## src/rtl/lf_pkg.sv

```systemverilog
package lf_pkg;

    typedef enum logic {
        BW_NARROW = 1'b0,
        BW_WIDE   = 1'b1
    } bw_e;

    typedef struct packed {
        logic en;
        logic load;
    } hold_cmd_t;

    // Clamp a wide signed value to the signed range of w bits.
    function automatic longint clamp_w(input longint v, input int w);
        longint hi;
        longint lo;
        hi = (longint'(1) <<< (w - 1)) - 1;
        lo = -(longint'(1) <<< (w - 1));
        if (v > hi)      return hi;
        else if (v < lo) return lo;
        else             return v;
    endfunction

endpackage

```

## src/rtl/lf_bw_select.sv

```systemverilog
module lf_bw_select
    import lf_pkg::*;
#(
    parameter int K_NARROW     = 12,
    parameter int K_WIDE       = 0,
    parameter int K_HOLD_EXTRA = 4,
    parameter int SHW          = 5
) (
    input  logic           wide_sel_i,
    output logic [SHW-1:0] k_main_o,
    output logic [SHW-1:0] k_hold_o
);
    bw_e bw;

    always_comb begin
        bw       = wide_sel_i ? BW_WIDE : BW_NARROW;
        k_main_o = (bw == BW_WIDE) ? SHW'(K_WIDE) : SHW'(K_NARROW);
        k_hold_o = k_main_o + SHW'(K_HOLD_EXTRA);
    end
endmodule

```

## src/rtl/lf_ema_stage.sv

```systemverilog
module lf_ema_stage
    import lf_pkg::*;
#(
    parameter int W   = 16,
    parameter int SHW = 5
) (
    input  logic                clk,
    input  logic                rst,
    input  logic                en,
    input  logic                load,
    input  logic signed [W-1:0] target,
    input  logic [SHW-1:0]      shift,
    output logic signed [W-1:0] y_o
);
    logic signed [W-1:0] y_q;
    logic signed [W:0]   diff;
    logic signed [W:0]   delta;
    logic signed [W+1:0] sum;
    logic signed [W-1:0] y_next;

    always_comb begin
        diff   = {target[W-1], target} - {y_q[W-1], y_q};
        delta  = diff >>> shift;
        sum    = {y_q[W-1], y_q[W-1], y_q} + {delta[W], delta};
        y_next = W'(clamp_w(longint'(sum), W));
    end

    always_ff @(posedge clk) begin
        if (rst)       y_q <= '0;
        else if (load) y_q <= target;
        else if (en)   y_q <= y_next;
    end

    assign y_o = y_q;

    // a filtering step lands between the old value and the target
    a_r5_no_overshoot: assert property (@(posedge clk) disable iff (rst)
        (en && !load) |=>
            (($signed($past(target)) >= $signed($past(y_q))) ?
                (y_q >= $signed($past(y_q)) && y_q <= $signed($past(target))) :
                (y_q <= $signed($past(y_q)) && y_q >= $signed($past(target)))));

    // a load copies the target exactly
    a_r7_load_copies: assert property (@(posedge clk) disable iff (rst)
        load |=> (y_q == $past(target)));
endmodule

```

## src/rtl/lf_hold_ctrl.sv

```systemverilog
module lf_hold_ctrl
    import lf_pkg::*;
(
    input  logic      clk,
    input  logic      rst,
    input  logic      upd_i,
    input  logic      lock_i,
    input  logic      freeze_i,
    output hold_cmd_t cmd_o,
    output logic      valid_o
);
    logic valid_q;

    always_comb begin
        cmd_o.en   = upd_i && lock_i && !freeze_i;
        cmd_o.load = cmd_o.en && !valid_q;
    end

    always_ff @(posedge clk) begin
        if (rst)            valid_q <= 1'b0;
        else if (cmd_o.en)  valid_q <= 1'b1;
    end

    assign valid_o = valid_q;

    // once captured the flag stays set until reset
    a_r7_valid_sticky: assert property (@(posedge clk) disable iff (rst)
        valid_q |=> valid_q);

    // without lock or with freeze the flag does not rise
    a_r8_no_rise_gated: assert property (@(posedge clk) disable iff (rst)
        (!valid_q && (!lock_i || freeze_i || !upd_i)) |=> !valid_q);
endmodule

```

## src/rtl/dpll_loop_filter.sv

```systemverilog
module dpll_loop_filter
    import lf_pkg::*;
#(
    parameter int W            = 16,
    parameter int K_NARROW     = 12,
    parameter int K_WIDE       = 0,
    parameter int K_HOLD_EXTRA = 4
) (
    input  logic                clk,
    input  logic                rst,
    input  logic                upd_i,
    input  logic signed [W-1:0] phase_err_i,
    input  logic                wide_sel_i,
    input  logic                lock_i,
    input  logic                freeze_i,
    output logic signed [W-1:0] freq_off_o,
    output logic signed [W-1:0] hold_freq_o,
    output logic                hold_valid_o
);
    localparam int K_MAX = (K_NARROW > K_WIDE) ? K_NARROW : K_WIDE;
    localparam int SH_MAX = K_MAX + K_HOLD_EXTRA;
    localparam int SHW = $clog2(SH_MAX + 1) + 1;

    logic [SHW-1:0]      k_main;
    logic [SHW-1:0]      k_hold;
    hold_cmd_t           hcmd;
    logic signed [W-1:0] off_q;
    logic signed [W-1:0] hold_q;
    logic                valid_q;

    lf_bw_select #(
        .K_NARROW(K_NARROW), .K_WIDE(K_WIDE),
        .K_HOLD_EXTRA(K_HOLD_EXTRA), .SHW(SHW)
    ) u_bw (
        .wide_sel_i(wide_sel_i),
        .k_main_o  (k_main),
        .k_hold_o  (k_hold)
    );

    lf_ema_stage #(.W(W), .SHW(SHW)) u_main (
        .clk   (clk),
        .rst   (rst),
        .en    (upd_i),
        .load  (1'b0),
        .target(phase_err_i),
        .shift (k_main),
        .y_o   (off_q)
    );

    lf_hold_ctrl u_hctl (
        .clk     (clk),
        .rst     (rst),
        .upd_i   (upd_i),
        .lock_i  (lock_i),
        .freeze_i(freeze_i),
        .cmd_o   (hcmd),
        .valid_o (valid_q)
    );

    lf_ema_stage #(.W(W), .SHW(SHW)) u_hold (
        .clk   (clk),
        .rst   (rst),
        .en    (hcmd.en),
        .load  (hcmd.load),
        .target(off_q),
        .shift (k_hold),
        .y_o   (hold_q)
    );

    assign freq_off_o   = off_q;
    assign hold_freq_o  = hold_q;
    assign hold_valid_o = valid_q;

    // no strobe, no movement
    a_r3_idle_holds: assert property (@(posedge clk) disable iff (rst)
        !upd_i |=> ($stable(freq_off_o) && $stable(hold_freq_o) && $stable(hold_valid_o)));

    // freeze or loss of lock keeps the average
    a_r8_hold_gated: assert property (@(posedge clk) disable iff (rst)
        (freeze_i || !lock_i) |=> $stable(hold_freq_o));

    // reset clears the outputs
    a_r9_reset_clears: assert property (@(posedge clk)
        rst |=> (freq_off_o == '0 && hold_freq_o == '0 && !hold_valid_o));

    generate
        if (K_WIDE == 0) begin : g_wide_pass
            // wide class copies the error sample
            a_r2_wide_pass: assert property (@(posedge clk) disable iff (rst)
                (upd_i && wide_sel_i) |=> (freq_off_o == $past(phase_err_i)));
        end
    endgenerate
endmodule

```

## config.mk

```make
export PLATFORM = sky130hd
export DESIGN_NAME = dpll_loop_filter
export DESIGN_NICKNAME = d
export VERILOG_FILES = /design/src/rtl/lf_pkg.sv /design/src/rtl/lf_bw_select.sv /design/src/rtl/lf_ema_stage.sv /design/src/rtl/lf_hold_ctrl.sv /design/src/rtl/dpll_loop_filter.sv
export SDC_FILE = /design/constraint.sdc
export NUM_CORES = 1
export LEC_CHECK = 0
export CAP_MARGIN = 10
export CORE_MARGIN = 1.5
export CORE_UTILIZATION = 55
export DETAILED_ROUTE_END_ITERATION = 16
export PLACE_DENSITY = 0.76
export SYNTH_ARGS = -nofsm -noshare
export SYNTH_HDL_FRONTEND = slang
export SYNTH_SLANG_ARGS = --single-unit
```

## constraint.sdc

```tcl
create_clock -name clk -period 12.8 [get_ports clk]
set_clock_uncertainty 0.2 [all_clocks]
set_input_delay 2.56 -clock clk [delete_from_list [all_inputs] [get_ports clk]]
set_output_delay 2.56 -clock clk [all_outputs]
set_load 0.01 [all_outputs]
```

==> impl_results.md, run 1 <==
* Cells after Synth at 631
* Initial core utilization at 0.566
* Syn avg cell area at between 7 and 8 um2
* Layout cells sized above 1 at 0.0444
* First-pass DRT Iterations at 5
* GR Layer Usage met1 at 0.387
* Most common cell in the netlist: a21oi_1
* Most frequent cells after synthesis: a21oi_1, ha_1, nor2_1, o21ai_0, inv_1
* Top cell type's share of synthesized area at 0.178
* Post-Syn Nets at 722
* Reg2Reg Setup Slack at between 6 and 7 ns
* Outcome: complete, no violations
* FF-to-FF End: u_hold.y_o[10]
* Final Core Density at 0.649
* Maximum clock path buffer count at 2
* Clk root buf: clkbuf_8
* Post-synth ARST share at 0
* Setup violations, final at 0
* Mapped Area at 4650 um2
* Largest net degree at the start of global routing at 30
* R2R depth at 22
* Hold Slack at 0.294 ns
* Startpoint Class: input port
* Number of global-route vias before repair at 4396
* Reg clk slew, reported paths at 0.08 ns
* Ranking of synthesized cells by area: ha_1, dfxtp_1, a21oi_1, a21o_1, o21ai_0
* Core area at around 8200 um2
* DRT iter0 DRCs at between 150 and 200
* YS warnings at 0
* PortBufs at 54
* Final min period at ~8.3 ns
* RSZ-0062 raised after global routing: no
* Period utilization at 0.652
* WP data arrival at just over 8 ns
* Crit-path max FO at 12
* Placement Cell Area at around 5200 um2
* Critical path required time at ~13 ns
* Later-pin clock latency in the skew report at ~0.3 ns
* Hold path endpoint: u_hold.y_o[8]
* Flops & latches, synth at 33
* Power per Cell Area at ~260 nW/um2
* Post-synthesis sequential area ratio at 0.142
* Worst VDD drop at 0.000137 V
* R2R Path Start: u_main.y_o[1]
* Fin. Hold Viols at 0
* CTS tree: done
* Fin area at 5340 um2
* Die width at 95.0 um
* Ant. Diodes at 0
* Crit end category: flip-flop
* DRT Wirelength at between 10000 and 15000 um
* Min-Delay Path Class: reg2reg
* First-pass GRT wire length at about 21000 um
* Clock tree sinks at 33
* Drt drc at 0
* Hold Path Origin: u_hold.y_o[8]
* Leakage at approximately 2.4 nW
* CTS Hold Bufs at 0
* Hold path cells at 2
* Initial antenna violation count at 0
* Num CTS Buffers at 5
* Global route hottest layer: met2
* Post-CTS resize count at 0
* # rows at 33
* Pwr Total at between 1 and 1.5 mW
* Layout area overhead at 14.7%
* EDFF count, synth at 0
* Die footprint at between 9000 and 10000 um2
* Via Count at roughly 4700
* WL/cell at roughly 17 um
* Global route overflow at 0
* Number of H-tree levels at 2
* HPWL Detailed at a little over 10000 um
* Detail Route Antenna Nets at 0
* Rel. slew slack at 0.251
* Final #Nets at roughly 770
* Final Wtd Congestion at approximately 0.9
* Vert. Die Dim at 95.0 um
* Gr usage total at 0.295
* Synth area leader: ha_1
* Slew @ Worst Pin at roughly 1.1 ns
* Top FF cell, synth: dfxtp_1
* IO Pins at between 50 and 60
* Crit path kind: in2reg
* Unique masters post-synth at 67
* Fin. max-slew vios at 0
* Via density at ~6
* GR Layer Usage met2 at 0.517
* Post CTS Setup Buffer Count at 0
* GR Util met3 at 0.0322
* Final TNS setup at 0 ns
* FMAX at roughly 120 MHz
* Max_cap viols at 0
## how the worst max path moves through the flow
stage                              start              to  slack (ns)  cells after the start
after floorplan           phase_err_i[0]   u_main.y_o[4]        5.39                     24
after global placement    phase_err_i[0]  u_main.y_o[14]        4.36                     23
after detailed placement  phase_err_i[0]   u_main.y_o[4]        4.14                     23
after CTS                 phase_err_i[0]   u_main.y_o[4]        4.42                     23
after global routing      phase_err_i[0]   u_main.y_o[3]        4.05                     23
final                     phase_err_i[0]   u_main.y_o[4]        4.46                     23
## state kept, by name, indices dropped and copies added, names as in the netlist
signal / flops
u_hctl.valid_o: 1
u_main.y_o: 16
u_hold.y_o: 16
## layout by cell type (no fill, tap or decap), types with 21 or more instances in the layout
cell and instances:
a21oi_1 70, ha_1 66, nor2_1 54, clkdlybuf4s50_1 54, o21ai_0 50, inv_1 48
nand2_1 45, a21o_1 36, dfxtp_1 33, xnor2_1 24, nor3_1 21
## cell families after synthesis
| group | after synthesis | synth area share |
|---|---|---|
| flip-flops | 33 | 0.142 |
| AO/OA/AOI/OAI | 238 | 0.331 |
| multiplexers | 2 | 0.00457 |
| adder cells (fa/ha/maj) | 69 | 0.190 |
| buffers and inverters | 69 | 0.0629 |
| AND/OR/NAND/NOR | 177 | 0.188 |
| XOR/XNOR | 43 | 0.0810 |
## report_power, final
part           switching (mW)  internal (mW)  leakage [nW]  total (mW)
sequential             0.0480          0.127         0.271       0.175
combinational           0.646          0.495          2.03        1.14
clock                  0.0434         0.0487        0.0542      0.0921
total                   0.738          0.670          2.35        1.41
## layer usage
metal	vias to the layer above	share of wire
met5	-	0
met3	10	0.036
li1	2379	-
met2	100	0.49
met4	0	0.011
met1	2176	0.46
## critical path, cell delays in order
cell,delay [ns]
clkdlybuf4s50_1,0.46
inv_1,0.05
ha_1,0.23
fa_1,0.41
nor2b_1,0.13
o21ai_0,0.11
a21boi_1,0.26
o221ai_1,0.24
a311oi_1,0.46
nand4_1,0.16
a41o_1,0.27
and2_1,0.28
a21o_1,0.20
ha_1,0.33
o21a_1,0.14
o31a_1,0.14
o41ai_1,0.45
a211oi_1,0.19
o41ai_1,0.45
a311oi_2,0.13
nand2b_2,0.36
a21oi_1,0.23
nor3_1,0.07
## cell type report
class / instances / area, um2
multi-input cells: 529 / 3700
fillers: 749 / 2880
flip-flops and latches: 33 / 661
repair buffers: 57 / 563
inverters: 48 / 180
well taps: 105 / 131
clock buffers: 7 / 96.3
clock inverters: 1 / 5.00
## per-stage QoR
stage,cells,worst slack (ns)
2_1_floorplan,631,5.39
3_3_place_gp,772,4.36
3_5_place_dp,772,4.14
4_1_cts,780,4.42
5_1_grt,780,4.05
6_report,780,4.46
No activity file was read; power rests on OpenSTA's default activity.
==> run 2, diff against run 1 <==
--- a/config.mk
+++ b/config.mk
@@ -7,7 +7,7 @@
 export LEC_CHECK = 0
 export CAP_MARGIN = 10
 export CORE_MARGIN = 1.5
-export CORE_UTILIZATION = 55
+export CORE_UTILIZATION = 53
 export DETAILED_ROUTE_END_ITERATION = 16
 export PLACE_DENSITY = 0.76
 export SYNTH_ARGS = -nofsm -noshare
==> constraint.sdc (replaced) <==
create_clock -name clk -period 7.1 [get_ports clk]
set_clock_uncertainty 0.2 [all_clocks]
set_input_delay 1.42 -clock clk [delete_from_list [all_inputs] [get_ports clk]]
set_output_delay 1.42 -clock clk [all_outputs]
set_load 0.01 [all_outputs]
==> run 2 against run 1 <==
Flip-flop and latch count unchanged. Register-to-register slack got worse by 5.5 ns. Final area increased by 1.3%.
==> impl_results.md, run 2 (synthesized netlist as in run 1, its figures left out) <==
* Crit path kind: in2reg (unchanged)
* Max_cap viols at 0 (unchanged)
* Final #Nets at 771 (was 765)
* First-pass GRT wire length at 21900 um (was 21100 um)
* Period utilization at 0.958
* FF-to-FF End: u_hold.y_o[1] (was u_hold.y_o[10])
* Initial antenna violation count at 0 (unchanged)
* R2R Path Start: u_main.y_o[1] (unchanged)
* Crit end category: flip-flop (unchanged)
* Rel. slew slack at 0.272 (was 0.251)
* Crit-path max FO at 13 (was 12)
* Ant. Diodes at 0 (unchanged)
* WP data arrival at 6.75 ns (was 8.29 ns)
* Cell at the slowest stage of the critical path: clkdlybuf4s50_1 (unchanged)
* Hold Path Origin: u_hold.y_o[3] (was u_hold.y_o[8])
* R2R depth at 24 (was 22)
* Number of H-tree levels at 2 (unchanged)
* Critical path required time at 7.05 ns (was 12.75 ns)
* Layout area overhead at 16.1% (was 14.7%)
* Fin. Hold Viols at 0 (unchanged)
* Power per Cell Area at 484 nW/um2 (was 264 nW/um2)
* Later-pin clock latency in the skew report at 0.30 ns (about the same)
* CTS Hold Bufs at 0 (unchanged)
* Global route overflow at 0 (unchanged)
* Final min period at just under 7 ns
* Min-Delay Path Class: reg2reg (unchanged)
* Reg clk slew, reported paths at 0.07 ns (was 0.08 ns)
* Number of global-route vias before repair at 4614 (was 4396)
* CP Cell Sequence: clkdlybuf4s50_1 -> inv_1 -> ha_1 -> fa_1 -> nor2b_1 -> o21ai_0 -> a21boi_2 -> o221ai_1 -> a311oi_2 -> nand4_1 -> a41o_1 -> and2_1 -> a21o_1 -> ha_1 -> nor3_2 -> nor3_1 -> a221o_1 -> a221oi_4 -> o211a_1 -> nor2b_1 -> or3_4 -> nand3b_1 -> o32ai_1 (was clkdlybuf4s50_1 -> inv_1 -> ha_1 -> fa_1 -> nor2b_1 -> o21ai_0 -> a21boi_1 -> o221ai_1 -> a311oi_1 -> nand4_1 -> a41o_1 -> and2_1 -> a21o_1 -> ha_1 -> o21a_1 -> o31a_1 -> o41ai_1 -> a211oi_1 -> o41ai_1 -> a311oi_2 -> nand2b_2 -> a21oi_1 -> nor3_1)
* Worst slack, placed at -0.0560 ns (was 4.14 ns)
* Met3 wire len at 923 um (was 459 um)
* Initial core utilization at 0.558 (was 0.566)
* DRT iter0 DRCs at 287 (was 181)
* Gr usage total at 0.287 (was 0.295)
* Core area at 8340 um2 (was 8220 um2)
* Final Core Density at 0.648 (was 0.649)
* Worst Slack Setup Final at 0.301 ns (was 4.46 ns)
* Fin. max-slew vios at 0 (unchanged)
* Via Count at 4892 (was 4665)
* Most frequent cells in the layout: a21oi_1, ha_1, clkdlybuf4s50_1, nor2_1, o21ai_0 (was a21oi_1, ha_1, nor2_1, clkdlybuf4s50_1, o21ai_0)
* Slowest stage delay, CP at 0.46 ns (about the same)
* Clock tree sinks at 33 (unchanged)
* Routed wl met2 at 5970 um (was 6330 um)
* First-pass DRT Iterations at 5 (unchanged)
* Fillers at 750 (was 749)
* Hold path cells at 2 (unchanged)
* Outcome: complete, no violations (unchanged)
* Setup violations, final at 0 (unchanged)
* HPWL Detailed at 10700 um (was 10100 um)
* Die width at 96.7 um (was 95.0 um)
* Maximum clock path buffer count at 2 (unchanged)
* Most common cell after layout, fill and taps aside: a21oi_1 (unchanged)
* WL/cell at 17.3 um (was 16.5 um)
* # rows at 33 (unchanged)
* Final Wtd Congestion at 1.09 (was 0.899)
* Reg2Reg Setup Slack at 1.23 ns (was 6.71 ns)
* Startpoint Class: input port (unchanged)
* Layout cells sized above 1 at 0.0617 (was 0.0444)
* Leakage at 2.40 nW (was 2.35 nW)
* Via density at 6.22 (was 5.98)
* Slew @ Worst Pin at 1.09 ns (was 1.12 ns)
* DRT Wirelength at 13600 um (was 12900 um)
* Detail Route Antenna Nets at 0 (unchanged)
* IO Pins at 55 (unchanged)
* Largest net degree at the start of global routing at 29 (was 30)
* Vert. Die Dim at 96.7 um (was 95.0 um)
* CTS tree: done (unchanged)
* Drt drc at 0 (unchanged)
* RSZ-0062 raised after global routing: no (unchanged)
* Worst VDD drop at 0.000243 V (was 0.000137 V)
* FMAX at 147 MHz
* Top routing layer in use: met4 (unchanged)
* PortBufs at 54 (unchanged)
* Met1 Wirelength at 6340 um (was 5960 um)
* Hold path endpoint: u_hold.y_o[3] (was u_hold.y_o[8])
* Num CTS Buffers at 5 (unchanged)
* Clk root buf: clkbuf_8 (unchanged)
* Die footprint at 9350 um2 (was 9020 um2)
## run 2: cell types whose count changed in the layout (fill, tap and decap cells not counted), moves of 2 or more
cell	before	now
buf_4	3	9
clkbuf_8	7	5
o41ai_1	3	1
o41ai_2	0	2
## run 2: final cells by class
type / instances / area (um2) / share of cell area
clock inverters: 2 / 10.0 / 0.00185
multi-input cells: 529 / 3740 / 0.692
well taps: 105 / 131 / 0.0243
flip-flops and latches: 33 / 661 / 0.122
clock buffers: 6 / 72.6 / 0.0134
repair buffers: 63 / 608 / 0.113
inverters: 48 / 180 / 0.0333
## run 2: report_power, final
group	total (mW)	internal, mW	switching, mW
registers	0.313	0.228	0.0848
logic	2.16	0.928	1.23
clock network	0.145	0.0680	0.0766
total	2.61	1.22	1.39
## run 2: how the worst max path moves through the flow
stage                     slack [ns]  cells after the start            from            end
after floorplan                 0.83                     24  phase_err_i[0]  u_main.y_o[4]
after global placement          0.19                     23  phase_err_i[0]  u_main.y_o[1]
after detailed placement       -0.06                     23  phase_err_i[0]  u_main.y_o[4]
after CTS                       0.21                     23  phase_err_i[0]  u_main.y_o[4]
after global routing            0.02                     23  phase_err_i[0]  u_main.y_o[1]
final                           0.30                     23  phase_err_i[0]  u_main.y_o[0]
## run 2: critical path: cells and delay by family
family | cells | cell delay, ns
AOI/OAI and AO/OA | 10 | 2.34
and+or+nand+nor | 8 | 1.51
adders and majority gates | 3 | 0.96
buffers and inverters | 2 | 0.51
## run 2: through the flow
stage               instance area, um2  instances  hold slack, ns  total power [mW]  TNS, ns
finish                            5400        786           0.295              2.61        0
global route                      5400        786           0.327              2.84        0
CTS                               5360        786           0.298              2.55        0
detailed placement                5280        778           0.287              2.39   -0.278
global placement                  5280        778           0.278              2.34        0
floorplan                         4650        631           0.299              1.87        0
## run 2: routing by layer
layer | vias to the layer above | GRT usage
met5 | - | 0
li1 | 2387 | -
met2 | 202 | 0.453
met4 | 0 | 0.107
met1 | 2273 | 0.395
met3 | 30 | 0.0419
## run 2: what timing repair did
item	4_1_cts	5_1_grt
gates resized for setup	0	8
buffers inserted	0	0
endpoints found under the setup margin	0	15
==> run 3, diff against run 2 <==
--- a/config.mk
+++ b/config.mk
@@ -7,9 +7,11 @@
 export LEC_CHECK = 0
 export CAP_MARGIN = 10
 export CORE_MARGIN = 1.5
-export CORE_UTILIZATION = 53
+export CORE_UTILIZATION = 55
 export DETAILED_ROUTE_END_ITERATION = 16
-export PLACE_DENSITY = 0.76
+export PLACE_DENSITY = 0.75
+export SETUP_SLACK_MARGIN = 0.5
 export SYNTH_ARGS = -nofsm -noshare
 export SYNTH_HDL_FRONTEND = slang
+export SYNTH_HIERARCHICAL = 1
 export SYNTH_SLANG_ARGS = --single-unit
==> run 3 against run 2 <==
Synthesized cell count rose by 82%. Fmax rose by 4.9%. Critical endpoint is now u_main/y_o[9]. Sequential share of layout area fell by 4.8 points.
==> impl_results.md, run 3 <==
* Worst slack, placed at 0.198 ns (was -0.0560 ns)
* WP data arrival at 6.41 ns (was 6.75 ns)
* Pwr Total at 2.32 mW (was 2.61 mW)
* Die width at 122 um (was 96.7 um)
* Clk root buf: clkbuf_16 (was clkbuf_8)
* Max_cap viols at 0 (unchanged)
* Unique masters post-synth at 84 (was 67)
* Crit end category: flip-flop (unchanged)
* DRT Wirelength at 26600 um (was 13600 um)
* Critical path required time at 7.03 ns (was 7.05 ns)
* FMAX at 154 MHz (was 147 MHz)
* Number of global-route vias before repair at 7652 (was 4614)
* Crit path kind: in2reg (unchanged)
* Leakage at 3.61 nW (was 2.40 nW)
* Most frequent cells after synthesis: nor2_1, a21oi_1, nand2_1, o21ai_0, ha_1 (was a21oi_1, ha_1, nor2_1, o21ai_0, inv_1)
* Layout cells sized above 1 at 0.106 (was 0.0617)
* PortBufs at 54 (unchanged)
* Via Count at 9099 (was 4892)
* Post-synth ARST share at 0 (unchanged)
* Final Wtd Congestion at 1.01 (was 1.09)
* Worst VDD drop at 0.000190 V (was 0.000243 V)
* # rows at 43 (was 33)
* Outcome: complete, no violations (unchanged)
* EDFF count, synth at 0 (unchanged)
* Initial antenna violation count at 0 (unchanged)
* Startpoint Class: input port (unchanged)
* Detail Route Antenna Nets at 0 (unchanged)
* CTS tree: done (unchanged)
* Layout Cells excl Fill at 1350 (was 786)
* Core area at 13900 um2 (was 8340 um2)
* Later-pin clock latency in the skew report at 0.28 ns (was 0.30 ns)
* Most common cell in the netlist: nor2_1 (was a21oi_1)
* Initial core utilization at 0.563 (was 0.558)
* Clock tree sinks at 33 (unchanged)
* Period utilization at 0.913 (was 0.958)
* Flops & latches, synth at 33 (unchanged)
* Reg clk slew, reported paths at 0.06 ns (was 0.07 ns)
* First-pass GRT wire length at 40500 um (was 21900 um)
* Top FF cell, synth: dfxtp_1 (unchanged)
* Placement Cell Area at 8430 um2 (was 5280 um2)
* Rel. slew slack at 0.333 (was 0.272)
* Worst Slack Setup Final at 0.619 ns (was 0.301 ns)
* Die footprint at 14900 um2 (was 9350 um2)
* Power per Cell Area at 261 nW/um2 (was 484 nW/um2)
* Final #Nets at 1261 (was 771)
* Most frequent cells in the layout: nor2_1, a21oi_1, nand2_1, o21ai_0 (was a21oi_1, ha_1, clkdlybuf4s50_1, nor2_1, o21ai_0)
* HPWL Detailed at 20300 um (was 10700 um)
* YS warnings at 6 (was 0)
* Synth area leader: ha_1 (unchanged)
* Num CTS Buffers at 5 (unchanged)
* Final TNS setup at 0 ns (unchanged)
* IO Pins at 55 (unchanged)
* DRT iter0 DRCs at 1064 (was 287)
* Largest net degree at the start of global routing at 35 (was 29)
* Global route overflow at 0 (unchanged)
* Via density at 6.74 (was 6.22)
* Gr usage total at 0.344 (was 0.287)
* Fin. Hold Viols at 0 (unchanged)
* Fillers at 1296 (was 750)
* Top cell type's share of synthesized area at 0.106 (was 0.178)
* Layout area overhead at 13.3% (was 16.1%)
* Post-synthesis sequential area ratio at 0.0845 (was 0.142)
* Fin. max-slew vios at 0 (unchanged)
* Syn avg cell area at 6.79 um2 (was 7.37 um2)
* RSZ-0062 raised after global routing: yes (was no)
* Mapped Area at 7820 um2 (was 4650 um2)
* WL/cell at 19.7 um (was 17.3 um)
* Cells after Synth at 1151 (was 631)
* Ant. Diodes at 0 (unchanged)
* Most common cell after layout, fill and taps aside: nor2_1 (was a21oi_1)
* Fin area at 8860 um2 (was 5400 um2)
* Ranking of synthesized cells by area: ha_1, dfxtp_1, a21oi_1, nor2_1, a211oi_1 (was ha_1, dfxtp_1, a21oi_1, a21o_1, o21ai_0)
* Crit-path max FO at 7 (was 13)
* Slew @ Worst Pin at 0.997 ns (was 1.09 ns)
* First-pass DRT Iterations at 8 (was 5)
* Final min period at 6.48 ns (was 6.80 ns)
* Vert. Die Dim at 122 um (was 96.7 um)
* Maximum clock path buffer count at 2 (unchanged)
* Cell total after placement at 1336 (was 778)
* Setup violations, final at 0 (unchanged)
* Min-Delay Path Class: reg2reg (unchanged)
* Number of H-tree levels at 2 (unchanged)
* Drt drc at 0 (unchanged)
## run 3: cell families (layout without fill, tap and decap cells)
kind of cell / Yosys count / count (layout) / share of synthesized area
AOI/OAI and AO/OA: 435 / 435 / 0.376
muxes: 38 / 38 / 0.0614
buffers and inverters: 147 / 159 / 0.0805
and+or+nand+nor: 387 / 387 / 0.237
adders and majority gates: 70 / 70 / 0.116
other: 2 / 9 / 0.000960
xor gates and xnor gates: 39 / 39 / 0.0437
DFF: 33 / 33 / 0.0845
## run 3: power by group
part           internal (mW)  total, mW  switching (mW)  leakage [nW]
Combinational          0.744       1.86            1.12          3.26
Clock                  0.129      0.206          0.0777        0.0706
Sequential             0.205      0.248          0.0426         0.272
## run 3: metrics by stage
step / utilization / hold WS (ns)
6_report: 0.638 / 0.283
3_5_place_dp: 0.607 / 0.272
3_3_place_gp: 0.607 / 0.268
5_1_grt: 0.638 / 0.304
2_1_floorplan: - / 0.283
4_1_cts: 0.619 / 0.285
## run 3: layer usage
metal  up-vias  track usage  wire length [um]
met3        63       0.0725              2880
met2       496        0.500             11200
met4         0       0.0916               720
li1       4319            -                 -
met5         -            0                 0
met1      4221        0.511             11900
## run 3: final timing paths
kind                   from  slack, ns              to  cells after the start
max reg2reg   u_main/y_o[0]       0.89  u_hold/y_o[14]                     22
max          phase_err_i[0]       0.62   u_main/y_o[9]                     23
min          u_hctl/valid_o       0.28  u_hctl/valid_o                      2
min reg2reg  u_hctl/valid_o       0.28  u_hctl/valid_o                      2
## run 3: critical path, stage by stage
cell	delay [ns]
clkdlybuf4s50_1	0.47
inv_2	0.04
ha_2	0.19
fa_2	0.39
nand2b_4	0.17
a21o_1	0.21
a21o_1	0.21
buf_4	0.15
a311oi_2	0.28
nor4_4	0.10
a21o_1	0.19
o32a_1	0.20
a21oi_2	0.23
ha_4	0.26
and3_1	0.22
a221o_1	0.29
a211o_1	0.29
o2111ai_1	0.22
a21boi_1	0.11
o21a_1	0.24
nor3b_4	0.29
buf_6	0.17
a211oi_1	0.07
## run 3: repair_timing
action	4_1_cts	5_1_grt
hold buffers	0	0
gates resized for setup	3	54
endpoints found under the setup margin	11	29
setup buffers	1	4
gates cloned	0	1
pin swaps	1	14
## run 3: cell type report
class                           instances  area (um2)  share of cell area
Timing Repair Buffer                   87         808              0.0913
Multi-Input combinational cell        978        6780               0.766
Sequential cell                        33         661              0.0746
Tap cell                              180         225              0.0254
Clock buffer                            6         129              0.0146
Clock inverter                          2        10.0             0.00113
Inverter                               64         240              0.0271
